`src/rtl/psram_lp_pkg.sv`:
```
package psram_lp_pkg;

    typedef enum logic [2:0] {
        ST_NORMAL,
        ST_ENTER,
        ST_LOWPOWER,
        ST_EXIT_WAIT,
        ST_REINIT_REQ,
        ST_READY
    } lp_state_e;

    // Retained density; only the no-retention code changes behaviour.
    typedef enum logic [1:0] {
        HOLD_16M  = 2'b00,
        HOLD_8M   = 2'b01,
        HOLD_4M   = 2'b10,
        HOLD_NONE = 2'b11
    } hold_sel_e;

endpackage

```
`src/rtl/psram_exit_timer.sv`:
```
module psram_exit_timer #(
    parameter int unsigned PART_EXIT_CYC = 8,
    parameter int unsigned ZERO_EXIT_CYC = 50000
) (
    input  logic clk,
    input  logic rst,
    input  logic load_i,
    input  logic zero_hold_i,
    output logic expired_o
);
    localparam int unsigned MaxCyc = (PART_EXIT_CYC > ZERO_EXIT_CYC) ? PART_EXIT_CYC : ZERO_EXIT_CYC;
    localparam int unsigned CntW   = $clog2(MaxCyc + 1);
    localparam logic [CntW-1:0] PartLd = CntW'(PART_EXIT_CYC);
    localparam logic [CntW-1:0] ZeroLd = CntW'(ZERO_EXIT_CYC);

    logic [CntW-1:0] cnt_d, cnt_q;

    always_comb begin
        cnt_d = cnt_q;
        if (load_i) begin
            cnt_d = zero_hold_i ? ZeroLd : PartLd;
        end else if (cnt_q != '0) begin
            cnt_d = cnt_q - 1'b1;
        end
    end

    always_ff @(posedge clk) begin
        if (rst) cnt_q <= '0;
        else     cnt_q <= cnt_d;
    end

    assign expired_o = (cnt_q == '0);

endmodule

```
`src/rtl/psram_lp_seq.sv`:
```
module psram_lp_seq
    import psram_lp_pkg::*;
#(
    parameter int unsigned PART_EXIT_CYC = 8,
    parameter int unsigned ZERO_EXIT_CYC = 50000
) (
    input  logic       clk,
    input  logic       rst,
    input  logic       lp_req_i,
    input  logic [1:0] hold_sel_i,
    input  logic       wake_req_i,
    input  logic       busy_i,
    input  logic       init_done_i,
    output logic       cs_n_o,
    output logic       mode_n_o,
    output logic       ready_o,
    output logic       init_req_o
);

    typedef struct packed {
        lp_state_e state;
        hold_sel_e hold;
        logic      wake_pend;
        logic      cs_n;
        logic      mode_n;
    } seq_regs_t;

    localparam seq_regs_t RegsRst = '{
        state:     ST_NORMAL,
        hold:      HOLD_16M,
        wake_pend: 1'b0,
        cs_n:      1'b1,
        mode_n:    1'b1
    };

    seq_regs_t r_d, r_q;
    logic      tmr_load;
    logic      tmr_expired;

    psram_exit_timer #(
        .PART_EXIT_CYC(PART_EXIT_CYC),
        .ZERO_EXIT_CYC(ZERO_EXIT_CYC)
    ) u_timer (
        .clk        (clk),
        .rst        (rst),
        .load_i     (tmr_load),
        .zero_hold_i(r_q.hold == HOLD_NONE),
        .expired_o  (tmr_expired)
    );

    always_comb begin
        r_d      = r_q;
        tmr_load = 1'b0;
        unique case (r_q.state)
            ST_NORMAL: begin
                r_d.cs_n = ~busy_i;
                if (lp_req_i && !busy_i) begin
                    r_d.state     = ST_ENTER;
                    r_d.hold      = hold_sel_e'(hold_sel_i);
                    r_d.cs_n      = 1'b1;
                    r_d.wake_pend = 1'b0;
                end
            end
            ST_ENTER: begin
                // chip select went high last edge; mode pin may fall now
                r_d.mode_n = 1'b0;
                r_d.state  = ST_LOWPOWER;
                if (wake_req_i) r_d.wake_pend = 1'b1;
            end
            ST_LOWPOWER: begin
                if (wake_req_i || r_q.wake_pend) begin
                    r_d.mode_n    = 1'b1;
                    r_d.wake_pend = 1'b0;
                    r_d.state     = ST_EXIT_WAIT;
                    tmr_load      = 1'b1;
                end
            end
            ST_EXIT_WAIT: begin
                if (tmr_expired) begin
                    r_d.state = (r_q.hold == HOLD_NONE) ? ST_REINIT_REQ : ST_READY;
                end
            end
            ST_REINIT_REQ: begin
                if (init_done_i) r_d.state = ST_NORMAL;
            end
            ST_READY: begin
                r_d.state = ST_NORMAL;
            end
            default: r_d = RegsRst;
        endcase
    end

    always_ff @(posedge clk) begin
        if (rst) r_q <= RegsRst;
        else     r_q <= r_d;
    end

    assign cs_n_o     = r_q.cs_n;
    assign mode_n_o   = r_q.mode_n;
    assign ready_o    = (r_q.state == ST_NORMAL) || (r_q.state == ST_READY);
    assign init_req_o = (r_q.state == ST_REINIT_REQ);

endmodule

```
`config.mk`:
```
export PLATFORM = sky130hd
export DESIGN_NAME = psram_lp_seq
export DESIGN_NICKNAME = d
export VERILOG_FILES = /design/src/rtl/psram_lp_pkg.sv /design/src/rtl/psram_exit_timer.sv /design/src/rtl/psram_lp_seq.sv
export SDC_FILE = /design/constraint.sdc
export NUM_CORES = 1
export LEC_CHECK = 0
export ABC_AREA = 1
export BUFFER_PORTS_ARGS = -buffer_cell sky130_fd_sc_hd__buf_2
export CORE_MARGIN = 2
export CORE_UTILIZATION = 40
export CTS_BUF_LIST = sky130_fd_sc_hd__clkbuf_2
export CTS_CLUSTER_SIZE = 10
export DETAILED_ROUTE_END_ITERATION = 8
export SLEW_MARGIN = 20
export SYNTH_ARGS = -nofsm -noshare
export SYNTH_HDL_FRONTEND = slang
export SYNTH_SLANG_ARGS = --single-unit
export TNS_END_PERCENT = 1
```
`constraint.sdc`:
```
create_clock -name clk -period 2.9 [get_ports clk]
set_input_delay 0.29 -clock clk [delete_from_list [all_inputs] [get_ports clk]]
set_output_delay 0.29 -clock clk [all_outputs]
set_load 0.02 [all_outputs]
```
=== Word level (Yosys, flattened, before mapping) ===
Cells that the tools add are included.

* Bits in registers: 24
* Input bits: 8
* Word-level logic and storage cells: 55

* Add/sub/neg operators: 1
* Equal/unequal tests: 11
* Multiplexer cells: 18
* Bitwise operators: 4
* Reductions and logical operators: 15

{| class="wikitable"
|+ Operators with widths
! cell !! count
|-
| $mux W16 || 3
|-
| $logic_not A16 Y1 || 1
|-
| $reduce_bool A16 Y1 || 1
|-
| $sub A16 B1 Y16 const B || 1
|-
| $pmux W3 S5 || 1
|-
| $ne A2 B2 Y1 const B || 5
|-
| $mux W3 || 3
|-
| $reduce_and A4 Y1 || 2
|-
| $mux W7 || 1
|-
| $eq A3 B2 Y1 const B || 2
|-
| $eq A3 B3 Y1 const B || 2
|-
| $mux W1 || 6
|-
| $reduce_or A5 Y1 || 1
|-
| $not A1 Y1 || 4
|-
| $pmux W1 S4 || 1
|-
| $pmux W2 S2 || 1
|-
| $reduce_and A2 Y1 || 2
|-
| $reduce_or A4 Y1 || 1
|-
| $eq A3 B1 Y1 const B || 1
|-
| $logic_not A3 Y1 || 1
|-
| $pmux W1 S3 || 1
|-
| $reduce_or A3 Y1 || 1
|-
| $eq A2 B2 Y1 const B || 1
|-
| $logic_or A1 B1 Y1 || 2
|-
| 4 further kinds || 4
|}

=== Depth between registers and ports, before layout ===
Gate-level depths: netlist of run 1.

* Depth after elaboration: 4
* Gate-level depth with buffers: 9
* Depth with buffers taken out: 9

=== Hierarchy ===
Synthesis of run 1 repeated with hierarchy kept, for this count alone.

* Cells, all modules: 243
* Area total of the unflattened synthesis: 1,521.5 sq um

{| class="wikitable"
|+ By module, submodules not included
! module !! instances !! cells each !! area each (sq um) !! seq. area each (sq um)
|-
| psram_exit_timer || 1 || 157 || 977.2 || 320.3
|-
| psram_lp_seq || 1 || 86 || 544.3 || 160.2
|}

=== Worst setup path before layout of run 1 ===
No wires, ideal clock.

* Kind: register to register
* From: register u_timer.cnt_q[0]
* To: register r_q[5] (netlist name)
* Setup time: 0.113 ns
* Arrival: 1.249 ns
* Required time: 2.787 ns
* Setup slack: 1.538 ns
* Stages on the path, launching flop included: 10
* Cells stage by stage: dfxtp_1 -> inv_1 -> ha_1 -> nand2_2 -> nor2_4 -> nand2_1 -> nand2_2 -> nand2_1 -> o21ai_1 -> inv_1

* Cells in the longest elaborated chain, start to end: 3

{| class="wikitable"
|+ Ends and longest elaborated chain
! item !! line !! source
|-
| from (decl) || psram_exit_timer.sv:16 || <nowiki>logic [CntW-1:0] cnt_d, cnt_q;</nowiki>
|-
| from (signal assigned) || psram_exit_timer.sv:29 || <nowiki>else cnt_q <= cnt_d;</nowiki>
|-
| $logic_not A16 Y1 || psram_exit_timer.sv:32 || <nowiki>assign expired_o = (cnt_q == '0);</nowiki>
|-
| $ne A2 B2 Y1 (no source line) || - ||
|-
| $reduce_and A4 Y1 (no source line) || - ||
|-
| to (signal assigned) || psram_lp_seq.sv:94 || <nowiki>if (rst) r_q <= RegsRst;</nowiki>
|-
| to (signal assigned) || psram_lp_seq.sv:95 || <nowiki>else r_q <= r_d;</nowiki>
|-
| to (decl) || psram_lp_seq.sv:36 || <nowiki>seq_regs_t r_d, r_q;</nowiki>
|}

No other way between the ends.
A chain may end at the register's enable or synchronous reset.

=== Worst setup path in the final report of run 1 ===
* From: register r_q[5] (netlist name)
* To: output ready_o

* Cells in the longest elaborated chain, start to end: 2
* Elaborated cells on any way between the ends: 3
* Those cells by class: eq/ne: 1; reduce/logical: 2

{| class="wikitable"
|+ Ends and longest elaborated chain
! item !! line !! source
|-
| $eq A3 B3 Y1 / $logic_not A3 Y1 (equally long branches) || psram_lp_seq.sv:100 || <nowiki>assign ready_o = (r_q.state == ST_NORMAL) || (r_q.state == ST_READY);</nowiki>
|-
| $logic_or A1 B1 Y1 * || psram_lp_seq.sv:100 ||
|-
| to (decl) || psram_lp_seq.sv:16 || <nowiki>output logic ready_o,</nowiki>
|}

Mark *: on every way between the ends. The rest lies on a longest branch, timed or not.

==> results of run 1 <==
[critical path, delay by kind of cell, from the launching register on]
family        cells  cell delay [ns]
buf+inv           3             0.34
simple gates      3             0.27
flops             1             0.41
[final timing paths]
kind	end	slack, ns	cells after the start
max	ready_o	1.25	6
max reg2reg	r_q[5]	1.30	9
min	r_q[4]	0.16	3
min reg2reg	r_q[3]	0.48	2
[synthesized netlist by cell type]
library cell	instances	area (sq um)
nand4_1	5	31.3
a21oi_1	12	60.1
a31oi_1	1	6.26
o21ai_0	4	20.0
buf_2	1	5.00
inv_1	24	90.1
clkbuf_1	1	3.75
o21ai_2	1	8.76
o22ai_1	1	6.26
nand2_1	56	210
nor2_4	1	11.3
nor2_2	4	25.0
nand2_2	5	31.3
nand3_2	1	10.0
o21ai_1	3	15.0
nand3_1	15	75.1
dfxtp_1	24	480
nor3_2	1	10.0
nor2_1	42	158
ha_1	1	12.5
nor3_1	4	20.0
or2_2	3	18.8
nand3b_1	2	15.0
inv_2	5	18.8
xor2_1	4	35.0
[cells in the final DEF (no fill, tap or decap), types with 4 or more instances in the layout]
| cell | n |
|---|---|
| nand2_2 | 5 |
| o21ai_0 | 4 |
| nand3_1 | 15 |
| nor2_1 | 42 |
| nand4_1 | 5 |
| nand2_1 | 56 |
| inv_2 | 5 |
| xor2_1 | 4 |
| nor2_2 | 4 |
| dfxtp_1 | 24 |
| inv_1 | 24 |
| a21oi_1 | 12 |
| buf_2 | 11 |
| nor3_1 | 4 |
[final cells by class]
cell class	count	area, sq um
multi-input combinational	166	779
clock inverter	1	3.75
fill	378	1810
inverter	29	109
sequential	24	480
tap	46	57.6
clock buffer	3	15.0
timing repair buffer	11	55.1
[state kept, by name, indices dropped and copies added (netlist names)]
register	flops
u_timer.cnt_q	16
r_q	6
mode_n_o	1
cs_n_o	1
[metrics by stage]
step | total power (uW) | hold WS (ns) | instance area, sq um | util | std cells
floorplan | 1650 | 0.428 | 1380 | - | 221
global placement | 1920 | 0.456 | 1480 | 0.447 | 276
detailed placement | 1910 | 0.460 | 1480 | 0.447 | 276
CTS | 2050 | 0.141 | 1500 | 0.453 | 280
global route | 2280 | 0.120 | 1500 | 0.453 | 280
finish | 2040 | 0.158 | 1500 | 0.453 | 280
[routing by layer]
metal / up-vias / wire length [um]
met1: 577 / 1470
li1: 721 / -
met4: 0 / 46
met3: 5 / 110
met5: - / 0
met2: 27 / 1420
[power by group]
group          internal, uW  switching (uW)  total, uW
registers               469             132        601
clock network          30.0             101        130
logic                   466             838       1300
total                   965            1070       2040
[logic make-up (layout without fill, tap and decap cells)]
kind of cell / after synthesis / count (layout) / synth area share
AND/OR/NAND/NOR: 139 / 139 / 0.447
buffers and inverters: 31 / 44 / 0.0854
flip-flops: 24 / 24 / 0.349
AO/OA/AOI/OAI: 22 / 22 / 0.0845
XOR/XNOR: 4 / 4 / 0.0254
adder cells (fa/ha/maj): 1 / 1 / 0.00908
==> metrics, run 1 <==
status complete, no violations; worst setup margin around 1.3 ns; vias in the first global route 1219; layout cell share with drive strength beyond 1 0.150; die span in x around 63 um; GRT overflow 0; TritonCTS clock tree built; Worst Skew 0.00610 ns; met1 Use GR 0.228; Slew HR 0.604; hpwl dp between 2000 and 2500 um; Clock Path Buffers 2; largest net degree at the start of global routing 15; Final setup viols 0; post-synthesis register bit count 24; global-route met3 utilization 0.0216; Post-Syn Instances 221; synthesis-to-finish area growth 8.90%; CP startpoint r_q[5]; FP Rows 21; final wirelength between 3000 and 4000 um; CP max stage cell dfxtp_1; Worst EP required approximately 2.6 ns; Final Max Slew Viols 0; # port buffers 11; max-cap viol count 0; RD Place Congestion 0.887; Yosys cell types 25; pwr/cell area around 1400 nW/um^2; Mapped Area ~1400 sq um; H-tree depth 1; postcts setup bufs 0; Crit path top cell by count nand2_1; crit path launch type register; I/O Pins 12; Pleak roughly 0.00077 uW; clock transition at the registers of the reported paths approximately 0.22 ns; # DRC 0; Starting Density 0.416; pre-CTS setup slack around 1.3 ns; core outline area approximately 3300 sq um; initial DRC count between 40 and 50; Detail Route Antenna Nets 0; FF-to-FF Start u_timer.cnt_q[0]; CP Max Fanout 4; period utilization 0.568; Die H 62.7 um; register area share after synthesis 0.349; Synth Area per Inst approximately 6.2 sq um; minimum clock period after layout 1.65 ns; antenna fix cells 0; Die Area slightly below 4000 sq um; via count around 1300; global-route layer with the greatest usage met2; Peak VDD IR between 400 and 500 uV; CP max stage delay 0.41 ns; first-pass GRT wire length between 5000 and 6000 um; TritonRoute pass-1 iters 4; WL per Instance approximately 11 um; maximum clock rate between 600 and 700 MHz; Final Hold Fails 0; vias per std cell 4.75; Final nets approximately 240; Worst Tran Pin Value 0.593 ns; Min-Delay Startpoint hold_sel_i[1]; post-CTS resize count 0; GRT Util Overall 0.173; CTS root buf clkbuf_2; met2 usage 0.288; Net Count, Synth 230; crit path DAT between 1 and 1.5 ns; CTS Hold Buffers Added 0; CTS buffer count 3; worst skew pair latency roughly 0.34 ns; initial antenna violation count 0; RSZ-0062 raised after global routing no; Num Clock Sinks 24; Worst Setup Path Type register to output pin; CP endpoint kind output pin; HP Class primary input to register; worst-path cell chain inv_2, nand2_1, nor2_1, inv_1, nand2_1, buf_2; Fin Setup TNS 0 ns; YS warnings 0
Power figures use the tool's default switching activity.
==> run 2, diff against run 1 <==
Clock period 2.9 ns to 1.7 ns, I/O delays scaled along.
==> metrics, run 2 (synthesized netlist as in run 1, its figures left out) <==
Fin Setup TNS 0 ns (unchanged); CTS Hold Buffers Added 0 (unchanged); Detail Route Antenna Nets 0 (unchanged); GRT Util Overall 0.171 (-0.00127); # port buffers 11 (unchanged); Flop pwr share 0.295 (about the same); register-to-register setup slack 0.19 ns (-1.11 ns); hpwl dp 2480 um (+2.8%); postcts setup bufs 0 (unchanged); biggest regs u_timer.cnt_q: 16 flops, r_q: 6 flops; Filler cells 383 (+1.3%); NetSw 1850 uW (+73%); TritonCTS clock tree built; antenna fix cells 0 (unchanged); GRT overflow 0 (unchanged); vias per std cell 4.77 (+0.45%); synthesis-to-finish area growth 9.35%; first-pass GRT wire length 5460 um (-0.76%); crit path launch type register; Num Clock Sinks 24 (unchanged); TritonRoute pass-1 iters 4 (unchanged); minimum clock period after layout 1.52 ns; sw frac 0.528 (+0.00194); Hold Path Depth 3 (unchanged); Pleak 0.000775 uW (+0.19%); P_int 1660 uW (+72%); CTS root buf clkbuf_2; via count 1336 (+0.45%); commonest non-fill, non-tap cell in the layout nand2_1; CP endpoint kind output pin; Largest register FFs 16 (unchanged); I/O Pins 12 (unchanged); vias in the first global route 1202 (-1.4%); Die H 62.7 um (unchanged); Min-Delay Startpoint hold_sel_i[1]; Peak VDD IR 924 uV (+90%); Worst EP required 1.53 ns (-1.08 ns); # DRC 0 (unchanged); pwr/cell area 2330 nW/um^2 (+72%); most frequent cells in the layout nand2_1, nor2_1, inv_1, dfxtp_1, nand3_1; final hold slack 0.0511 ns (-0.107 ns); Die Area 3930 sq um (unchanged); FF-to-FF Start u_timer.cnt_q[0]; Comb pwr share 0.644 (+0.003); Worst Hold End r_q[4]; worst r2r dst r_q[5]; RD Place Congestion 0.901 (+1.6%); CTS buffer count 3 (unchanged); RSZ-0062 raised after global routing no; max-cap viol count 0 (unchanged); Worst Setup Path Type register to output pin; largest net degree at the start of global routing 13 (-2); Final setup viols 0 (unchanged); die span in x 62.7 um (unchanged); FP Rows 21 (unchanged); Final Max Slew Viols 0 (unchanged); WL per Instance 11.1 um (+1.6%); clock share of power 0.061 (-0.003); Starting Density 0.416 (unchanged); worst skew pair latency 0.33 ns (about the same); R2R cell count 9 (unchanged); final wirelength 3100 um (+1.6%); HP Class primary input to register; initial DRC count 87 (+100%); Slew HR 0.735 (+0.131); crit path DAT 1.35 ns (about the same); Final nets 245 (+0.41%); status complete, no violations; layout cell share with drive strength beyond 1 0.158 (+0.00855); core outline area 3310 sq um (unchanged); Worst Skew 0.0100 ns (+0.00390 ns); CP Max Fanout 4 (unchanged); maximum clock rate between 600 and 700 MHz; H-tree depth 1 (unchanged); period utilization 0.895; clock transition at the registers of the reported paths 0.22 ns (about the same); Top reg by flops u_timer.cnt_q; initial antenna violation count 0 (unchanged); Worst Tran Pin Value 0.397 ns (-0.197 ns); Clock Path Buffers 2 (unchanged); Final Hold Fails 0 (unchanged)
[run 2: changes by cell type in the layout (fill, tap and decap cells not counted)]
cell and delta:
ha_2 +1, ha_1 -1, clkinv_1 -1, buf_4 +1
[run 2: critical path, cell delays in order (launching register included)]
cell	delay [ns]
dfxtp_1	0.41
inv_2	0.10
nand2_1	0.07
nor2_1	0.13
inv_1	0.09
nand2_1	0.06
buf_2	0.15
[run 2: power groups by stage]
stage / combinational (uW) / sequential (uW) / clock (uW)
after floorplan: 1810 / 999 / 0
after global placement: 2270 / 1050 / 0
after detailed placement: 2250 / 1040 / 0
after CTS: 2260 / 1030 / 224
after global routing: 2610 / 1060 / 251
final: 2260 / 1030 / 214
[run 2: how the worst max path moves through the flow]
stage                startpoint  depth (start not counted)          endpoint  slack (ns)
4_1_cts        u_timer.cnt_q[0]                          9            r_q[5]        0.15
3_5_place_dp   u_timer.cnt_q[0]                          9            r_q[5]        0.19
3_3_place_gp             r_q[6]                          7  u_timer.cnt_q[3]        0.20
2_1_floorplan  u_timer.cnt_q[0]                          9            r_q[5]        0.34
6_report                 r_q[5]                          6           ready_o        0.18
5_1_grt                  r_q[5]                          6           ready_o        0.02
[run 2: area by class of cell]
type                       instances  area, sq um  share of cell area
clock buffer                       3         15.0             0.00997
inverter                          29          109              0.0723
multi-input combinational        166          782               0.519
sequential                        24          480               0.319
tap                               46         57.6              0.0382
timing repair buffer              12         62.6              0.0415
[run 2: per-stage QoR]
stage	util	worst slack, ns	instance area (sq um)	power [uW]	cells
6_report	0.455	0.179	1510	3510	280
5_1_grt	0.455	0.0168	1510	3920	280
4_1_cts	0.454	0.151	1500	3520	280
3_5_place_dp	0.450	0.185	1490	3290	277
3_3_place_gp	0.450	0.198	1490	3320	277
2_1_floorplan	-	0.338	1380	2810	221
[run 2: repair_timing]
action                     CTS  global route
resized for setup            0             1
hold endpoints to repair     0             0
setup endpoints to repair    0             2
[run 2: routing by layer]
layer	vias up	track usage	routed length (um)
met3	2	0.0216	110
met5	-	0	0
li1	728	-	-
met1	578	0.230	1530
met2	28	0.284	1430
met4	0	0.0583	23
==> run 3, diff against run 2 <==
Settings changed: RECOVER_POWER from default to 100.
==> metrics, run 3 (synthesized netlist as in run 1, its figures left out) <==
Starting Density 0.416 (unchanged); period utilization 0.894 (about the same); crit path DAT 1.35 ns (about the same); Num Clock Sinks 24 (unchanged); Top reg by flops u_timer.cnt_q; RSZ-0062 raised after global routing no; Peak VDD IR 912 uV (-1.3%); Worst Skew 0.00962 ns (-0.000382 ns); Pleak 0.000767 uW (-0.98%); antenna fix cells 0 (unchanged); TritonRoute pass-1 iters 4 (unchanged); max-cap viol count 0 (unchanged); Worst Setup Path Type register to output pin; HP Class primary input to register; initial DRC count 96 (+10%); fin util 0.452 (-0.00265); # DRC 0 (unchanged); hpwl dp 2480 um (unchanged); GRT Util Overall 0.171 (unchanged); Fin Setup TNS 0 ns (unchanged); RD Place Congestion 0.901 (unchanged); Hold Path Depth 3 (unchanged); crit path launch type register; Worst Tran Pin Value 0.409 ns (+0.0116 ns); R2R cell count 9 (unchanged); largest net degree at the start of global routing 13 (unchanged); TritonCTS clock tree built; H-tree depth 1 (unchanged); minimum clock period after layout 1.52 ns (-0.00151 ns); Largest register FFs 16 (unchanged); die span in x 62.7 um (unchanged); commonest non-fill, non-tap cell in the layout nand2_1; maximum clock rate 658 MHz (about the same); worst r2r dst r_q[5]; biggest regs u_timer.cnt_q: 16 flops, r_q: 6 flops; Tot Pwr 3470 uW (-0.94%); via count 1332 (-0.30%); register-to-register setup slack 0.19 ns (about the same); Filler cells 383 (unchanged); CP endpoint kind output pin; Die Area 3930 sq um (unchanged); initial antenna violation count 0 (unchanged); Clock Path Buffers 2 (unchanged); Final Max Slew Viols 0 (unchanged); # port buffers 11 (unchanged); WL per Instance 11.1 um (+0.26%); Min-Delay Startpoint hold_sel_i[1]; CP Max Fanout 4 (unchanged); synthesis-to-finish area growth 8.72%; vias per std cell 4.76 (-0.30%); Die H 62.7 um (unchanged); Worst EP required 1.53 ns (about the same); final hold slack 0.0519 ns (+0.000818 ns); layout cell share with drive strength beyond 1 0.137 (-0.0214); I/O Pins 12 (unchanged); clock transition at the registers of the reported paths 0.22 ns (about the same); vias in the first global route 1202 (unchanged); first-pass GRT wire length 5460 um (unchanged); postcts setup bufs 0 (unchanged); FF-to-FF Start u_timer.cnt_q[0]; CTS root buf clkbuf_2; status complete, no violations; Detail Route Antenna Nets 0 (unchanged); CTS buffer count 3 (unchanged); Final Hold Fails 0 (unchanged); Final setup viols 0 (unchanged); worst skew pair latency 0.33 ns (about the same); GRT overflow 0 (unchanged); pwr/cell area 2320 nW/um^2 (-0.36%); final wirelength 3110 um (+0.26%); Slew HR 0.728 (-0.00775); core outline area 3310 sq um (unchanged); Final nets 245 (unchanged); Final Non-Filler Cells 280 (unchanged); most frequent cells in the layout nand2_1, nor2_1, inv_1, dfxtp_1, nand3_1; FP Rows 21 (unchanged); Worst Hold End r_q[4]; dpl cells 277 (unchanged)
==> run 3: cell count changes in the layout (fill, tap and decap cells not counted) <==
| cell | before | now |
|---|---|---|
| nand2_2 | 5 | 4 |
| o21ai_1 | 3 | 1 |
| o21ai_0 | 4 | 6 |
| clkbuf_1 | 0 | 3 |
| nor2_2 | 4 | 3 |
| nor2_1 | 42 | 43 |
| buf_2 | 11 | 8 |
| nand2_1 | 56 | 57 |
==> run 3: cell type report <==
type	count	area, sq um	share of cell area
timing repair buffer	12	58.8	0.0393
inverter	29	109	0.0727
multi-input combinational	166	777	0.519
clock buffer	3	15.0	0.0100
sequential	24	480	0.321
tap	46	57.6	0.0384
==> run 3: worst max path at each step <==
stage / from / endpoint / slack (ns) / cells after the start
5_1_grt: r_q[5] / ready_o / 0.02 / 6
3_3_place_gp: r_q[6] / u_timer.cnt_q[3] / 0.20 / 7
2_1_floorplan: u_timer.cnt_q[0] / r_q[5] / 0.34 / 9
4_1_cts: u_timer.cnt_q[0] / r_q[5] / 0.15 / 9
3_5_place_dp: u_timer.cnt_q[0] / r_q[5] / 0.19 / 9
6_report: r_q[5] / ready_o / 0.18 / 6
==> run 3: layer usage <==
| metal | up-vias | routed length (um) | share of wire | GRT usage |
|---|---|---|---|---|
| li1 | 724 | - | - | - |
| met2 | 20 | 1450 | 0.47 | 0.284 |
| met1 | 586 | 1540 | 0.50 | 0.230 |
| met3 | 2 | 87 | 0.028 | 0.0216 |
| met4 | 0 | 23 | 0.0074 | 0.0583 |
| met5 | - | 0 | 0 | 0 |
==> run 3: worst max-delay path, stage by stage, from the launching register on <==
cell     delay (ns)
dfxtp_1        0.41
inv_2          0.10
nand2_1        0.07
nor2_1         0.13
inv_1          0.09
nand2_1        0.06
buf_2          0.15
==> run 3: repair_timing <==
item | 4_1_cts | 5_1_grt
setup endpoints to repair | 0 | 2
gates resized for setup | 0 | 1
hold buffers | 0 | 0
==> run 3: power by group <==
group	internal [uW]	leakage [uW]	switching [uW]
registers	800	0.000197	232
clock network	48.0	0.0000125	166
logic	793	0.000557	1440
total	1640	0.000767	1830
==> run 3: per-stage QoR <==
stage	setup WS [ns]	instance area (sq um)
global route	0.0168	1500
global placement	0.198	1490
floorplan	0.338	1380
finish	0.180	1500
CTS	0.151	1500
detailed placement	0.185	1490
